===== config.mk =====
export PLATFORM = sky130hd
export DESIGN_NAME = refclk_selector
export DESIGN_NICKNAME = d
export VERILOG_FILES = /design/src/rtl/refsel_pkg.sv /design/src/rtl/refsel_los_mon.sv /design/src/rtl/refsel_deglitch.sv /design/src/rtl/refsel_arbiter.sv /design/src/rtl/refclk_selector.sv
export SDC_FILE = /design/constraint.sdc
export NUM_CORES = 1
export LEC_CHECK = 0
export BUFFER_PORTS_ARGS = -buffer_cell sky130_fd_sc_hd__buf_4
export CORE_MARGIN = 5
export CORE_UTILIZATION = 40
export DETAILED_ROUTE_END_ITERATION = 12
export PLACE_DENSITY_LB_ADDON = 0.12
export SETUP_SLACK_MARGIN = 0.5
export SYNTH_ARGS = -nofsm -noshare
export SYNTH_HDL_FRONTEND = slang
export SYNTH_SLANG_ARGS = --single-unit

===== constraint.sdc =====
create_clock -name clk -period 2.23 [get_ports clk]
set_input_delay 0.446 -clock clk [delete_from_list [all_inputs] [get_ports clk]]
set_output_delay 0.446 -clock clk [all_outputs]
set_load 0.05 [all_outputs]

===== src/rtl/refsel_pkg.sv =====
package refsel_pkg;
  localparam int NREF = 4;
  localparam int IDX_W = 2;

  typedef enum logic [1:0] {
    MODE_MANUAL   = 2'b00,
    MODE_AUTO_NR  = 2'b01,
    MODE_AUTO_REV = 2'b10,
    MODE_FLOAT    = 2'b11
  } refsel_mode_e;

  // lowest index whose alarm is clear (0 when none)
  function automatic logic [IDX_W-1:0] first_valid(input logic [NREF-1:0] alarm);
    logic [IDX_W-1:0] idx;
    idx = '0;
    for (int i = NREF - 1; i >= 0; i--) begin
      if (!alarm[i]) idx = IDX_W'(i);
    end
    return idx;
  endfunction

  function automatic logic is_auto(input logic [1:0] m);
    return m != MODE_MANUAL;
  endfunction

  function automatic logic [NREF-1:0] to_onehot(input logic [IDX_W-1:0] idx);
    return NREF'(1) << idx;
  endfunction
endpackage


===== src/rtl/refsel_los_mon.sv =====
module refsel_los_mon #(
  parameter int WIN_CYC    = 48,
  parameter int REVAL_WINS = 2
) (
  input  logic clk,
  input  logic rst_n,
  input  logic edge_i,
  output logic alarm_o,
  output logic miss_o
);
  localparam int GAP_W  = $clog2(WIN_CYC) + 1;
  localparam int OK_TGT = REVAL_WINS * WIN_CYC;
  localparam int OK_W   = $clog2(OK_TGT) + 1;

  logic [GAP_W-1:0] gap_q;
  logic [OK_W-1:0]  ok_q;
  logic             alarm_q;
  logic             reval_done;

  // a silent sample arriving when the gap already spans a window minus one
  assign miss_o     = !edge_i && (gap_q == GAP_W'(WIN_CYC - 1));
  assign reval_done = alarm_q && !miss_o && (ok_q == OK_W'(OK_TGT - 1));

  always_ff @(posedge clk or negedge rst_n) begin
    if (!rst_n) begin
      gap_q   <= '0;
      ok_q    <= '0;
      alarm_q <= 1'b0;
    end else begin
      if (edge_i)                            gap_q <= '0;
      else if (gap_q != GAP_W'(WIN_CYC - 1)) gap_q <= gap_q + 1'b1;

      if (miss_o) begin
        alarm_q <= 1'b1;
        ok_q    <= '0;
      end else if (reval_done) begin
        alarm_q <= 1'b0;
        ok_q    <= '0;
      end else if (alarm_q) begin
        ok_q    <= ok_q + 1'b1;
      end
    end
  end

  assign alarm_o = alarm_q;
endmodule


===== src/rtl/refsel_deglitch.sv =====
module refsel_deglitch #(
  parameter int W        = 2,
  parameter int DEGLITCH = 16
) (
  input  logic         clk,
  input  logic         rst_n,
  input  logic [W-1:0] raw_i,
  output logic [W-1:0] val_o,
  output logic         commit_o
);
  localparam int CNT_W = $clog2(DEGLITCH) + 1;

  logic [W-1:0]     cand_q;
  logic [W-1:0]     val_q;
  logic [CNT_W-1:0] cnt_q;

  assign commit_o = (raw_i == cand_q) && (cnt_q == CNT_W'(DEGLITCH - 2));

  always_ff @(posedge clk or negedge rst_n) begin
    if (!rst_n) begin
      cand_q <= '0;
      val_q  <= '0;
      cnt_q  <= '0;
    end else if (raw_i != cand_q) begin
      cand_q <= raw_i;
      cnt_q  <= '0;
    end else begin
      if (cnt_q != CNT_W'(DEGLITCH - 1)) cnt_q <= cnt_q + 1'b1;
      if (commit_o) val_q <= cand_q;
    end
  end

  assign val_o = val_q;
endmodule


===== src/rtl/refsel_arbiter.sv =====
module refsel_arbiter
  import refsel_pkg::*;
(
  input  logic             clk,
  input  logic             rst_n,
  input  logic [1:0]       mode_i,
  input  logic [IDX_W-1:0] man_sel_i,
  input  logic [NREF-1:0]  alarm_i,
  output logic [IDX_W-1:0] sel_o,
  output logic [NREF-1:0]  act_o,
  output logic             hold_o,
  output logic             switch_o
);
  logic [IDX_W-1:0] sel_q, nxt;
  logic [NREF-1:0]  act_q;
  logic             hold_q, any_valid;
  logic [IDX_W-1:0] best;

  always_comb begin
    any_valid = ~&alarm_i;
    best      = first_valid(alarm_i);
    nxt       = sel_q;
    case (mode_i)
      MODE_MANUAL:   nxt = man_sel_i;
      MODE_AUTO_REV: if (any_valid) nxt = best;
      default:       if (alarm_i[sel_q] && any_valid) nxt = best;
    endcase
  end

  assign switch_o = nxt != sel_q;

  always_ff @(posedge clk or negedge rst_n) begin
    if (!rst_n) begin
      sel_q  <= '0;
      act_q  <= NREF'(1);
      hold_q <= 1'b0;
    end else begin
      sel_q  <= nxt;
      hold_q <= alarm_i[nxt];
      act_q  <= is_auto(mode_i) ? to_onehot(nxt) : '0;
    end
  end

  assign sel_o  = sel_q;
  assign act_o  = act_q;
  assign hold_o = hold_q;
endmodule


===== src/rtl/refclk_selector.sv =====
module refclk_selector
  import refsel_pkg::*;
#(
  parameter int WIN_CYC    = 48,
  parameter int REVAL_WINS = 2,
  parameter int DEGLITCH   = 16
) (
  input  logic             clk,
  input  logic             rst_n,
  input  logic [NREF-1:0]  ref_edge,
  input  logic [1:0]       mode,
  input  logic [IDX_W-1:0] man_sel,
  output logic [IDX_W-1:0] sel_idx,
  output logic [NREF-1:0]  active_oh,
  output logic [NREF-1:0]  ref_alarm,
  output logic             holdover
);
  // named internal events, visible to the bound checker
  logic [NREF-1:0]  miss_evt;
  logic [IDX_W-1:0] man_sel_q;
  logic             man_commit;
  logic             sel_switch;

  for (genvar g = 0; g < NREF; g++) begin : g_mon
    refsel_los_mon #(
      .WIN_CYC   (WIN_CYC),
      .REVAL_WINS(REVAL_WINS)
    ) u_mon (
      .clk    (clk),
      .rst_n  (rst_n),
      .edge_i (ref_edge[g]),
      .alarm_o(ref_alarm[g]),
      .miss_o (miss_evt[g])
    );
  end

  refsel_deglitch #(
    .W       (IDX_W),
    .DEGLITCH(DEGLITCH)
  ) u_dg (
    .clk     (clk),
    .rst_n   (rst_n),
    .raw_i   (man_sel),
    .val_o   (man_sel_q),
    .commit_o(man_commit)
  );

  refsel_arbiter u_arb (
    .clk      (clk),
    .rst_n    (rst_n),
    .mode_i   (mode),
    .man_sel_i(man_sel_q),
    .alarm_i  (ref_alarm),
    .sel_o    (sel_idx),
    .act_o    (active_oh),
    .hold_o   (holdover),
    .switch_o (sel_switch)
  );
endmodule


# Word level (Yosys, flattened, before mapping)
# Cells that the tools add are included.
totals:
  elab_cells: 130
  mem_count: 0
  mem_bits_ro: 0
  ramBits: 0
  ff_bits: 80
  latchBits: 0
  out_inout_bits: 11
classes:
  shifts: 1
  mux: 42
  bitwise_logic: 1
  div: 0
  order_cmp: 2
  addsub: 9
  n_reduce_logical: 40
  eq_ne: 17
  multipliers: 0
ops:
  columns: ["op", "count"]
  rows:
  - ["$mux 8", 12]
  - ["$mux 7", 8]
  - ["$add 8x1->8 const B", 4]
  - ["$eq 8x7->1 const B", 4]
  - ["$add 7x1->7 const B", 4]
  - ["$eq 7x6->1 const B", 4]
  - ["$ne 7x6->1 const B", 4]
  - ["$reduce_bool 2->1", 10]
  - ["$logic_and 1x1->1", 14]
  - ["$mux 2", 6]
  - ["$reduce_bool 3->1", 4]
  - ["$mux 1", 10]
  - ["$mux 5", 2]
  - ["$logic_not 1->1", 9]
  - ["$lt 2x3->1 const B", 2]
  - ["$add 5x1->5 const B", 1]
  - ["$eq 5x4->1 const B", 1]
  - ["$ne 5x4->1 const B", 1]
  - ["$bmux 1 s2", 2]
  - ["$mux 4", 1]
  - ["$pmux 2 s2", 1]
  - ["$reduce_and 4->1", 1]
  - ["$shl 1x2->4 const A", 1]
  - ["$eq 2x2->1", 1]
  - ["5 further kinds", 5]

# Logic depth before layout (Yosys ltp)
# Gate-level depths: netlist of the first run.
depth:
  word_depth: 8
  depth_mapped: 7
  ltp_nobuf: 6

# Cells and area by module
# A second synthesis of the first run with hierarchy kept.
unflattened:
  cells_unflattened: 421
  area_unflattened_um2: 4377.9
modules_own_cells:
  columns: ["module", "seq_area_each_um2", "n_inst", "area_per_inst_um2", "cells_each"]
  rows:
  - ["refsel_los_mon", 400.4, 4, 853.3, 83]
  - ["refsel_arbiter", 176.4, 1, 530.5, 51]
  - ["refsel_deglitch", 225.2, 1, 434.2, 38]

# Worst setup path after synthesis of the first run
# Ideal clock, no wire load.
synth_path:
  kind: "reg2reg"
  startpoint: "reg u_arb.sel_q[0], in the netlist u_arb.sel_o[0]"
  endpoint: "reg u_arb.hold_q, in the netlist u_arb.hold_o"
  n_path_buf: 1
  setup_slack_ns: 0.159
  t_arrival_ns: 1.932
  required_ns: 2.092
  path_stages_with_launch: 6
  synth_period_minus_slack_ns: 2.071
  cell_sequence: "dfrtp_1 buf_6 mux2i_1 nand2_1 a311oi_4 mux4_2"
synth_via:
  elab_chain_len: 7
  elab_cells_between_ends: 8
  cone_classes: "mux: 7; reduce/logical: 1"
synth_lines:
  columns: ["element", "line", "rtl"]
  rows:
  - ["start, declared", "refsel_arbiter.sv:14", "logic [IDX_W-1:0] sel_q, nxt;"]
  - ["start signal, assigned", "refsel_arbiter.sv:38", "sel_q <= nxt;"]
  - ["$bmux 1 s2", "refsel_arbiter.sv:26", "default: if (alarm_i[sel_q] && any_valid) nxt = best;"]
  - ["$mux 1 (implied by the code)", "refsel_arbiter.sv:26", null]
  - ["$logic_and 1x1->1", "refsel_arbiter.sv:26", null]
  - ["$mux 2", "refsel_arbiter.sv:26", null]
  - ["$pmux 2 s2", "refsel_arbiter.sv:23", "case (mode_i)"]
  - ["net u_arb.nxt[1]", "refsel_arbiter.sv:14", null]
  - ["$bmux 1 s2", "refsel_arbiter.sv:39", "hold_q <= alarm_i[nxt];"]
  - ["$mux 1 (implied by the code)", "refsel_arbiter.sv:39", null]
  - ["end signal, assigned", "refsel_arbiter.sv:39", null]
  - ["end, declared", "refsel_arbiter.sv:16", "logic hold_q, any_valid;"]
# The timed path passes the listed nets, and every way through them passes these cells. The select of a mux whose other input is x is not followed.
# A chain may end at the register's enable or synchronous reset.

# Final worst setup path of the first run
# Ends and elaborated chain as after synthesis.

==> results of run 1 <==
[how the worst max path moves through the flow]
stage,from,to,depth (start not counted)
6_report,u_arb.sel_o[0],u_arb.hold_o,4
3_3_place_gp,g_mon[3].u_mon.alarm_o,u_arb.hold_o,6
4_1_cts,u_arb.sel_o[0],u_arb.hold_o,4
5_1_grt,u_arb.sel_o[0],u_arb.hold_o,4
3_5_place_dp,g_mon[0].u_mon.gap_q[0],g_mon[0].u_mon.ok_q[6],6
2_1_floorplan,u_arb.sel_o[0],u_arb.hold_o,5
[per-stage QoR]
stage	util, %	hold WS [ps]
finish	48.3	105
global route	48.3	149
CTS	46.4	114
detailed placement	43.3	488
global placement	43.3	492
floorplan	-	150
[critical path, stage by stage (launching register included)]
cell and delay (ps):
dfrtp_2 470, mux2i_1 200, nand2_1 100, a311oi_4 300, mux4_2 530
[kinds of logic (layout without fill, tap and decap cells)]
logic type	count (synthesis)	count (layout)	share of synthesized area, %
AO/OA/AOI/OAI	79	80	13.3
XOR/XNOR	20	20	4.20
adder cells (fa/ha/maj)	11	11	3.30
buffers and inverters	31	76	3.90
flip-flops	80	80	48.1
multiplexers	15	15	4.08
AND/OR/NAND/NOR	178	178	23.1
[registers in the layout, summed over array words and instances (netlist names), 2 cells and up]
| name | count |
|---|---|
| g_mon.u_mon.ok_q | 32 |
| g_mon.u_mon.gap_q | 28 |
| u_dg.cnt_q | 5 |
| g_mon.u_mon.alarm_o | 4 |
| u_arb.act_o | 4 |
| u_arb.sel_o | 2 |
| u_dg.cand_q | 2 |
| u_dg.val_o | 2 |
[power by group]
group / internal [mW] / switching [mW] / total (mW)
clock: 0.576 / 0.505 / 1.08
sequential: 1.71 / 0.315 / 2.03
combinational: 0.426 / 0.519 / 0.944
total: 2.71 / 1.34 / 4.05
[area by class of cell]
| type | count | area share, % |
|---|---|---|
| Sequential cell | 80 | 40.7 |
| Tap cell | 136 | 3.45 |
| Multi-Input combinational cell | 304 | 43.4 |
| Timing Repair Buffer | 47 | 7.40 |
| Clock buffer | 13 | 3.22 |
| Inverter | 13 | 0.988 |
| Clock inverter | 3 | 0.811 |
[what timing repair did]
action	CTS	global route
gates resized for setup	10	20
gates cloned	0	1
endpoints found under the setup margin	20	23
buffers inserted	9	12
pin swaps	4	12
[cell usage in the layout, fill, tap and decap left out, types with 6 or more instances in the layout]
master	instances
dfrtp_1	73
nor2_1	55
buf_4	46
nand2_1	29
o21ai_0	21
nand3_1	17
xor2_1	14
inv_1	13
a21oi_1	13
mux2i_1	11
clkbuf_8	11
nand4_1	9
and3_1	9
nor3_1	9
o21ai_1	8
a21o_1	7
nand2b_1	6
o22ai_1	6
or3_1	6
xnor2_1	6
ha_1	6
dfrtp_2	6
[layer usage]
| metal | up-vias | wire length, um | share of wire [%] | track usage (%) |
|---|---|---|---|---|
| met5 | - | 0 | 0 | 0 |
| met4 | 0 | 127 | 1.6 | 5.93 |
| met3 | 9 | 194 | 2.5 | 2.43 |
| met2 | 24 | 3830 | 48 | 21.3 |
| met1 | 1523 | 3760 | 47 | 16.9 |
| li1 | 1550 | - | - | - |
[cell usage after synthesis, types with 5 or more instances]
cell      count  area share (%)
or3_1         6            0.90
a21o_1        7             1.3
clkbuf_1      8            0.72
xor2_1       14             2.9
buf_4         6             1.1
and3_1        9             1.4
nor3b_1       5            0.90
o21ai_0      22             2.6
o21ai_1       9             1.1
a21oi_1      13             1.6
ha_1         11             3.3
o22ai_1       6            0.90
inv_1        13             1.2
nand2_1      29             2.6
xnor2_1       6             1.3
nand2b_1      6            0.90
dfrtp_1      79              47
nor3_1       11             1.3
mux2i_1      11             2.6
nand4_1       9             1.4
nor2_1       56             5.0
nor2b_1       5            0.75
nand3_1      20             2.4
==> impl_results.md, run 1 <==
- Outcome: finished, final reports clean
- Final Setup Violations: 0
- Die H: 112 um
- Buffers on Ports: 20
- I/O pin cnt: 21
- Register Area: 2010 um2
- First-pass iteration count of the detailed router: 6
- CTS tree: yes
- Vias per Instance: 5.21
- Post-Place Worst Slack: 365 ps
- Total gr overflow: 0
- Peak VDD IR: 0.327 mV
- RR Endpoint: u_arb.hold_o
- Syn. warnings: 0
- Clock Sinks: 80
- Average wire per standard cell: 13.3 um
- Most used DFF post-synth: dfrtp_1
- DR DRC count: 0
- Number of CTS-inserted buffers: 9
- Mapped Area: 4170 um2
- Vias: 3106
- WS Path Type: reg -> reg
- GRT Overall Usage: 13.0%
- Avg Cell Area, Syn: 10.1 um2
- DRT antenna net count: 0
- Net Count, Synth: 435
- Measured slew at the worst slew-check pin: 609 ps
- H-tree depth: 3
- Dpl hpwl: 5.23 mm
- Worst-case reg-to-reg path depth: 4
- Synth async-reset ratio: 100%
- Startpoint Class: flop
- Clk_lat worst skew: 350 ps
- Number of flops mapped to enable cells by yosys: 0
- Tmin final: 1720 ps
- Wirelength, routed: 7.91 mm
- Total Nets Final: 476
- Min-delay worst type: in -> async
- Critical Path RT: 2450 ps
- Leakage power: 2.21 nW
- Vias in the first global route: 3027
- Post-synthesis cell count: 414
- Yosys reg bits: 80
- Final Cell Area: 4940 um2
- Global-route wire length before repair: 13.6 mm
- CTS Hold Bufs: 0
- Area after DPL: 4430 um2
- Max-slew violations: 0
- Core Region: 10200 um2
- Power Total: 4.05 mW
- Die ar.: 12600 um2
- Dpl cells: 558
- Max Root-Sink Buffers: 2
- Hold Fails Final Rpt: 0
- MaxCap Viol Count: 0
- Clk root buf: clkbuf_8
- Multi-input gate area in the final layout: 2140 um2
- Die Width: 112 um
- Setup TNS: 0 ps
- Fillcell total: 940
- Starting density of the core: 40.7%
- Clk slew on worst S/H paths: 80 ps
- Peak Freq: 0.582 GHz
- Crit Path Max Fanout: 8
- Initial antenna violation count: 0
- Max Clock Skew: 5.59 ps
- CP Capture Type: flop
- Final worst-path setup slack: 511 ps
- Area delta synth->final: 18.5%
- Largest net degree at the start of global routing: 47
- Site Rows: 37
- Reg-to-Reg Start: u_arb.sel_o[0]
- Gpl congestion: 0.789
- Max_slew headroom: 59.4%
- RSZ-0062 raised after global routing: true
- Tcrit/Tclk final: 77.1%
- Share of cells above drive strength 1: 23.0%
- Initial DRC Count: 144
- R2R Setup Slk: 510 ps
- Post-synthesis sequential area ratio: 48.1%
- Non-Filler Instances: 596
- Pwr dens: 821 nW/um2
- Arr. time, crit path: 1940 ps
- Count of unique library cells instantiated by Yosys: 59
- Antenna Cells: 0
Note: power is estimated with default switching activity, not from simulation.
==> inputs of run 2 (changes only) <==
==> constraint.sdc (replaced) <==
create_clock -name clk -period 1.5 [get_ports clk]
set_input_delay 0.3 -clock clk [delete_from_list [all_inputs] [get_ports clk]]
set_output_delay 0.3 -clock clk [all_outputs]
set_load 0.05 [all_outputs]
==> run 2 against run 1 <==
The run now ends with negative setup slack left. Critical path type unchanged. Final area is 33% higher. Global-route usage is 3.3 points higher. Die area stayed put. Core utilization is 16 points higher. Register-to-register slack worse by 790 ps. Combinational power grew to 2.6 times the previous value. Non-clock buffer count is 110 higher. Flip-flop and latch count stayed put.
==> impl_results.md, run 2 (synthesized netlist as in run 1, its figures left out) <==
- Register Area: 2010 um2 (unchanged)
- Max reg flops: 32 (unchanged)
- Vias: 3560 (was 3106)
- Power Total: 6.94 mW (was 4.05 mW)
- Starting density of the core: 40.7% (unchanged)
- Commonest non-fill, non-tap cell in the layout: buf_4 (was dfrtp_1)
- Pint: 4.59 mW (was 2.71 mW)
- CTS tree: yes (unchanged)
- Crit path launch: u_arb.sel_o[0] (unchanged)
- Dpl hpwl: 6.01 mm (was 5.23 mm)
- Clk root buf: clkbuf_8 (unchanged)
- RSZ-0062 raised after global routing: true (unchanged)
- Reg-to-Reg Start: u_arb.sel_o[0] (unchanged)
- Fillcell total: 799 (was 940)
- Die ar.: 12600 um2 (unchanged)
- Reg with most FFs: g_mon.u_mon.ok_q (unchanged)
- Critical Path RT: 1730 ps (was 2450 ps)
- Final Setup Violations: 35 (was 0)
- Max_slew headroom: 75.7% (was 59.4%)
- GRT Overall Usage: 16.4% (was 13.0%)
- Antenna Cells: 0 (unchanged)
- Vias per Instance: 5.04 (was 5.21)
- Hold Fails Final Rpt: 0 (unchanged)
- WS Path Type: reg -> reg (unchanged)
- Wirelength, routed: 10.1 mm (was 7.91 mm)
- MaxCap Viol Count: 0 (unchanged)
- Final Core Density: 64.4% (was 48.3%)
- Total Nets Final: 587 (was 476)
- Startpoint Class: flop (unchanged)
- R2R Setup Slk: -280 ps (was 510 ps)
- Post-Place Worst Slack: -233 ps (was 365 ps)
- Crit Path Max Fanout: 7 (was 8)
- Initial DRC Count: 133 (was 144)
- Pwr dens: 1050 nW/um2 (was 821 nW/um2)
- Leakage power: 2.92 nW (was 2.21 nW)
- Max-slew violations: 0 (unchanged)
- Cell Chain, Critical Path: mux2i_1 -> nand2_1 -> a311oi_4 -> mux4_2 (unchanged)
- Max Root-Sink Buffers: 2 (unchanged)
- Final worst-path setup slack: -283 ps (was 511 ps)
- Clk pwr share: 22.2% (was 26.7%)
- DRT antenna net count: 0 (unchanged)
- Area delta synth->final: 58.2% (was 18.5%)
- Buffers on Ports: 20 (unchanged)
- Die H: 112 um (unchanged)
- Measured slew at the worst slew-check pin: 363 ps (was 609 ps)
- Tcrit/Tclk final: 119% (was 77.1%)
- Average wire per standard cell: 14.3 um (was 13.3 um)
- DR DRC count: 0 (unchanged)
- Number of CTS-inserted buffers: 9 (unchanged)
- Peak Freq: 0.561 GHz (was 0.582 GHz)
- Most frequent cells in the layout: 91 x buf_4, 73 x dfrtp_1, 55 x buf_6 (was 73 x dfrtp_1, 55 x nor2_1, 46 x buf_4)
- Total gr overflow: 0 (unchanged)
- Seq pwr share: 42.2% (was 50.0%)
- Site Rows: 37 (unchanged)
- Max stage delay on crit path: 540 ps (was 530 ps)
- Min-delay worst type: in -> reg (was in -> async)
- Largest delay share family, worst path: multiplexers (unchanged)
- Global-route wire length before repair: 17.0 mm (was 13.6 mm)
- Sw Share: 33.9% (was 33.0%)
- CP Capture Type: flop (unchanged)
- Arr. time, crit path: 2010 ps (was 1940 ps)
- Worst Min Path Start: man_sel[1]
- Gpl congestion: 0.797 (was 0.789)
- I/O pin cnt: 21 (unchanged)
- Share of cells above drive strength 1: 53.1% (was 23.0%)
- Switching power of the nets: 2.35 mW (was 1.34 mW)
- Clk_lat worst skew: 360 ps (was 350 ps)
- Outcome: finished, violations left (was finished, final reports clean)
- Multi-input gate area in the final layout: 2680 um2 (was 2140 um2)
- Biggest regs: g_mon.u_mon.ok_q x32, g_mon.u_mon.gap_q x28, u_dg.cnt_q x5 (unchanged)
- Violations in the final reports: negative setup slack
- Max Clock Skew: 14.1 ps (was 5.59 ps)
- Core Region: 10200 um2 (unchanged)
- Tmin final: 1780 ps (was 1720 ps)
- H-tree depth: 3 (unchanged)
- Largest net degree at the start of global routing: 49 (was 47)
- Peak VDD IR: 0.553 mV (was 0.327 mV)
- Clock Sinks: 80 (unchanged)
- First-pass iteration count of the detailed router: 4 (was 6)
- Share of total power in combinational logic: 35.6% (was 23.3%)
- Buf/Inv on CP: 0 (unchanged)
- Clk slew on worst S/H paths: 80 ps (about the same)
- Die Width: 112 um (unchanged)
- Vias in the first global route: 3687 (was 3027)
- Slowest-stage cell, CP: mux4_2 (unchanged)
- Initial antenna violation count: 0 (unchanged)
==> run 2: changes by cell type in the layout (fill, tap and decap cells not counted), moves of 8 or more <==
cell and delta:
o21ai_2 +11, buf_6 +55, buf_4 +45, o21ai_0 -19
nand3_2 +8, nor2_1 -15, o21ai_1 +8, nor2_4 +11
nand3_1 -8
==> run 2: layer usage <==
metal / track usage, % / vias to the layer above / part of all wire [%]
li1: - / 1772 / -
met1: 20.2 / 1736 / 43
met2: 28.9 / 36 / 53
met3: 2.43 / 16 / 2.0
met4: 6.33 / 0 / 1.9
met5: 0 / - / 0
==> run 2: layout make-up <==
cell class,count,area share (%)
multi-input combinational,305,40.7
sequential,80,30.5
tap,136,2.58
inverter,13,0.778
clock inverter,4,0.418
timing repair buffer,157,22.5
clock buffer,12,2.51
==> run 2: through the flow <==
stage               TNS, ps  hold WS, ps  std cells  instance area (um2)
floorplan             -1220         4.41        414                 4350
detailed placement    -1780          151        635                 5190
global route          -6100         58.8        707                 6590
CTS                   -2080         61.5        690                 6240
global placement      -1220          152        635                 5190
finish                -3200         77.7        707                 6590
==> run 2: path summary, 6_finish.rpt <==
path                                               end  cells after the start
worst min-delay path                    u_dg.cand_q[1]                      1
max in group asynchronous               u_arb.act_o[0]                      3
min in group asynchronous               u_arb.act_o[3]                      2
worst max register to register            u_arb.hold_o                      4
worst min register to register  g_mon[1].u_mon.ok_q[7]                      1
worst max-delay path                      u_arb.hold_o                      4
==> run 2: what timing repair did <==
action,4_1_cts,5_1_grt
gates cloned,2,0
pin swaps,44,31
setup buffers,36,17
gates resized for setup,139,52
hold buffers,1,0
endpoints found under the hold margin,10,0
setup endpoints to repair,89,89
==> run 2: power by group through the flow <==
stage | registers [mW] | clock network [mW] | logic (mW)
after detailed placement | 2.93 | 0 | 1.84
after global routing | 3.00 | 1.69 | 2.71
after global placement | 2.93 | 0 | 1.80
after CTS | 2.92 | 1.59 | 2.23
final | 2.93 | 1.54 | 2.47
after floorplan | 3.05 | 0 | 0.945
==> inputs of run 3 (changes only) <==
--- a/config.mk
+++ b/config.mk
@@ -5,12 +5,14 @@
 export SDC_FILE = /design/constraint.sdc
 export NUM_CORES = 1
 export LEC_CHECK = 0
+export ABC_CLOCK_PERIOD_IN_PS = 2000
 export BUFFER_PORTS_ARGS = -buffer_cell sky130_fd_sc_hd__buf_4
 export CORE_MARGIN = 5
 export CORE_UTILIZATION = 40
 export DETAILED_ROUTE_END_ITERATION = 12
 export PLACE_DENSITY_LB_ADDON = 0.12
 export SETUP_SLACK_MARGIN = 0.5
+export SLEW_MARGIN = 15
 export SYNTH_ARGS = -nofsm -noshare
 export SYNTH_HDL_FRONTEND = slang
 export SYNTH_SLANG_ARGS = --single-unit
==> constraint.sdc (replaced) <==
create_clock -name clk -period 2 [get_ports clk]
set_input_delay 0.4 -clock clk [delete_from_list [all_inputs] [get_ports clk]]
set_output_delay 0.4 -clock clk [all_outputs]
set_load 0.05 [all_outputs]
==> run 3 against run 2 <==
The flow now finishes without violations. Fmax is 0.18% lower. Critical path depth up 1. Non-clock buffer count down 57. Sequential power shrank 23%. Die area unchanged. Worst setup slack better by 500 ps. Flip-flop and latch count unchanged. First-iteration DRC count increased by 39%. Sequential share of layout area grew 4.8 points. Power decreased by 28%. Clock-buffer cell count unchanged. Final area shrank 14%. Critical path type unchanged. Critical endpoint unchanged. Largest cell class unchanged. Largest power group unchanged.
==> impl_results.md, run 3 (synthesized netlist as in run 1, its figures left out) <==
- Min-delay worst type: in -> reg (unchanged)
- Slowest-stage cell, CP: mux4_2 (unchanged)
- Max Clock Skew: 13.9 ps (was 14.1 ps)
- Outcome: finished, final reports clean (was finished, violations left)
- Vias: 3433 (was 3560)
- Site Rows: 37 (unchanged)
- Vias in the first global route: 3367 (was 3687)
- Leakage power: 2.57 nW (was 2.92 nW)
- Starting density of the core: 40.7% (unchanged)
- Biggest regs: g_mon.u_mon.ok_q x32, g_mon.u_mon.gap_q x28, u_dg.cnt_q x5 (unchanged)
- Gpl congestion: 0.815 (was 0.797)
- Switching power of the nets: 1.67 mW (was 2.35 mW)
- Arr. time, crit path: 2030 ps (was 2010 ps)
- Critical Path RT: 2240 ps (was 1730 ps)
- Die Width: 112 um (unchanged)
- Initial DRC Count: 185 (was 133)
- CTS tree: yes (unchanged)
- Seq pwr share: 45.0% (was 42.2%)
- CP Capture Type: flop (unchanged)
- GRT Overall Usage: 15.5% (was 16.4%)
- Final Setup Violations: 0 (was 35)
- Core Region: 10200 um2 (unchanged)
- Antenna Cells: 0 (unchanged)
- Die H: 112 um (unchanged)
- Dpl hpwl: 5.42 mm (was 6.01 mm)
- First-pass iteration count of the detailed router: 4 (unchanged)
- Max_slew headroom: 73.4% (was 75.7%)
- Clk slew on worst S/H paths: 90 ps (was 80 ps)
- Setup TNS: 0 ps (was -3200 ps)
- Total Nets Final: 530 (was 587)
- Most frequent cells in the layout: 73 x dfrtp_1, 72 x buf_4, 50 x nor2_1 (was 91 x buf_4, 73 x dfrtp_1, 55 x buf_6)
- Peak Freq: 0.560 GHz (was 0.561 GHz)
- Max stage delay on crit path: 540 ps (about the same)
- Total gr overflow: 0 (unchanged)
- Final Core Density: 55.7% (was 64.4%)
- Startpoint Class: flop (unchanged)
- Clk pwr share: 26.8% (was 22.2%)
- Reg with most FFs: g_mon.u_mon.ok_q (unchanged)
- Clk_lat worst skew: 370 ps (was 360 ps)
- Pwr dens: 879 nW/um2 (was 1050 nW/um2)
- Sw Share: 33.3% (was 33.9%)
- H-tree depth: 3 (unchanged)
- Average wire per standard cell: 14.6 um (was 14.3 um)
- DRT antenna net count: 0 (unchanged)
- Max reg flops: 32 (unchanged)
- Vias per Instance: 5.28 (was 5.04)
- Max Root-Sink Buffers: 2 (unchanged)
- Buffers on Ports: 20 (unchanged)
- Max-slew violations: 0 (unchanged)
- Area delta synth->final: 36.8% (was 58.2%)
- Largest net degree at the start of global routing: 29 (was 49)
- Cell Chain, Critical Path: buf_4 -> nor3b_2 -> a211oi_2 -> a311oi_4 -> mux4_2 (was mux2i_1 -> nand2_1 -> a311oi_4 -> mux4_2)
- Clock Sinks: 80 (unchanged)
- Share of total power in combinational logic: 28.2% (was 35.6%)
- Hold Fails Final Rpt: 0 (unchanged)
- Tcrit/Tclk final: 89.3% (was 119%)
- Initial antenna violation count: 0 (unchanged)
- Wirelength, routed: 9.52 mm (was 10.1 mm)
- Die ar.: 12600 um2 (unchanged)
- Peak VDD IR: 0.449 mV (was 0.553 mV)
- Global-route wire length before repair: 15.9 mm (was 17.0 mm)
- WS Path Type: reg -> reg (unchanged)
- Pint: 3.34 mW (was 4.59 mW)
- Clk root buf: clkbuf_8 (unchanged)
- Commonest non-fill, non-tap cell in the layout: dfrtp_1 (was buf_4)
- I/O pin cnt: 21 (unchanged)
- Crit Path Max Fanout: 4 (was 7)
- Measured slew at the worst slew-check pin: 399 ps (was 363 ps)
- RSZ-0062 raised after global routing: true (unchanged)
- DR DRC count: 0 (unchanged)
- Tmin final: 1790 ps (was 1780 ps)
- MaxCap Viol Count: 0 (unchanged)
- Share of cells above drive strength 1: 38.5% (was 53.1%)
- Number of CTS-inserted buffers: 9 (unchanged)
[run 3: layout make-up]
cell class,count,area [um2]
well taps,136,170
clock inverters,4,70.1
inverters,13,48.8
repair buffers,100,866
flip-flops and latches,80,2010
multi-input cells,305,2390
clock buffers,12,145
fillers,866,4530
[run 3: what timing repair did]
item                                   CTS  global route
endpoints found under the hold margin   24             0
setup buffers                           48            22
pin swaps                               26            23
cloned                                   2             0
setup endpoints to repair               42            61
resized for setup                       50            66
hold buffers                             1             0
[run 3: path summary, 6_finish.rpt]
kind | startpoint | to | slack [ps] | cells past startpoint
worst max-delay path | g_mon[1].u_mon.alarm_o | u_arb.hold_o | 210 | 5
worst min-delay path | man_sel[1] | u_dg.cand_q[1] | 150 | 1
worst max register to register | g_mon[1].u_mon.alarm_o | u_arb.hold_o | 210 | 5
worst min register to register | g_mon[3].u_mon.ok_q[6] | g_mon[3].u_mon.ok_q[6] | 520 | 1
max in group asynchronous | rst_n | u_arb.act_o[0] | 870 | 3
min in group asynchronous | rst_n | u_dg.cnt_q[0] | 490 | 2
[run 3: critical path: cells and delay by family, from the launching register on]
family,cells,cell delay (ps)
mux,1,540
simple gates,1,170
compound gates,2,400
flops,1,410
buf+inv,1,150
[run 3: power by group through the flow]
stage               logic (mW)  registers (mW)  clock network [mW]
floorplan                0.682            2.28                   0
global placement         0.951            2.25                   0
detailed placement       0.976            2.26                   0
CTS                       1.22            2.22                1.39
global route              1.56            2.30                1.46
finish                    1.41            2.25                1.34
[run 3: metrics by stage]
| step | cells | hold WS (ps) | area [um2] | power (mW) | setup slack (ps) |
|---|---|---|---|---|---|
| final | 650 | 154 | 5700 | 5.01 | 214 |
| after global routing | 650 | 117 | 5700 | 5.32 | 161 |
| after CTS | 628 | 126 | 5280 | 4.84 | 232 |
| after detailed placement | 561 | 356 | 4510 | 3.24 | 190 |
| after global placement | 561 | 348 | 4510 | 3.20 | 218 |
| after floorplan | 414 | 104 | 4260 | 2.96 | 85.0 |
[run 3: metal layers]
layer	vias to the layer above	routed length, um	GRT usage [%]
met5	-	0	0
li1	1665	-	-
met4	0	186	5.45
met1	1698	4290	19.8
met2	55	4650	24.5
met3	15	399	5.61
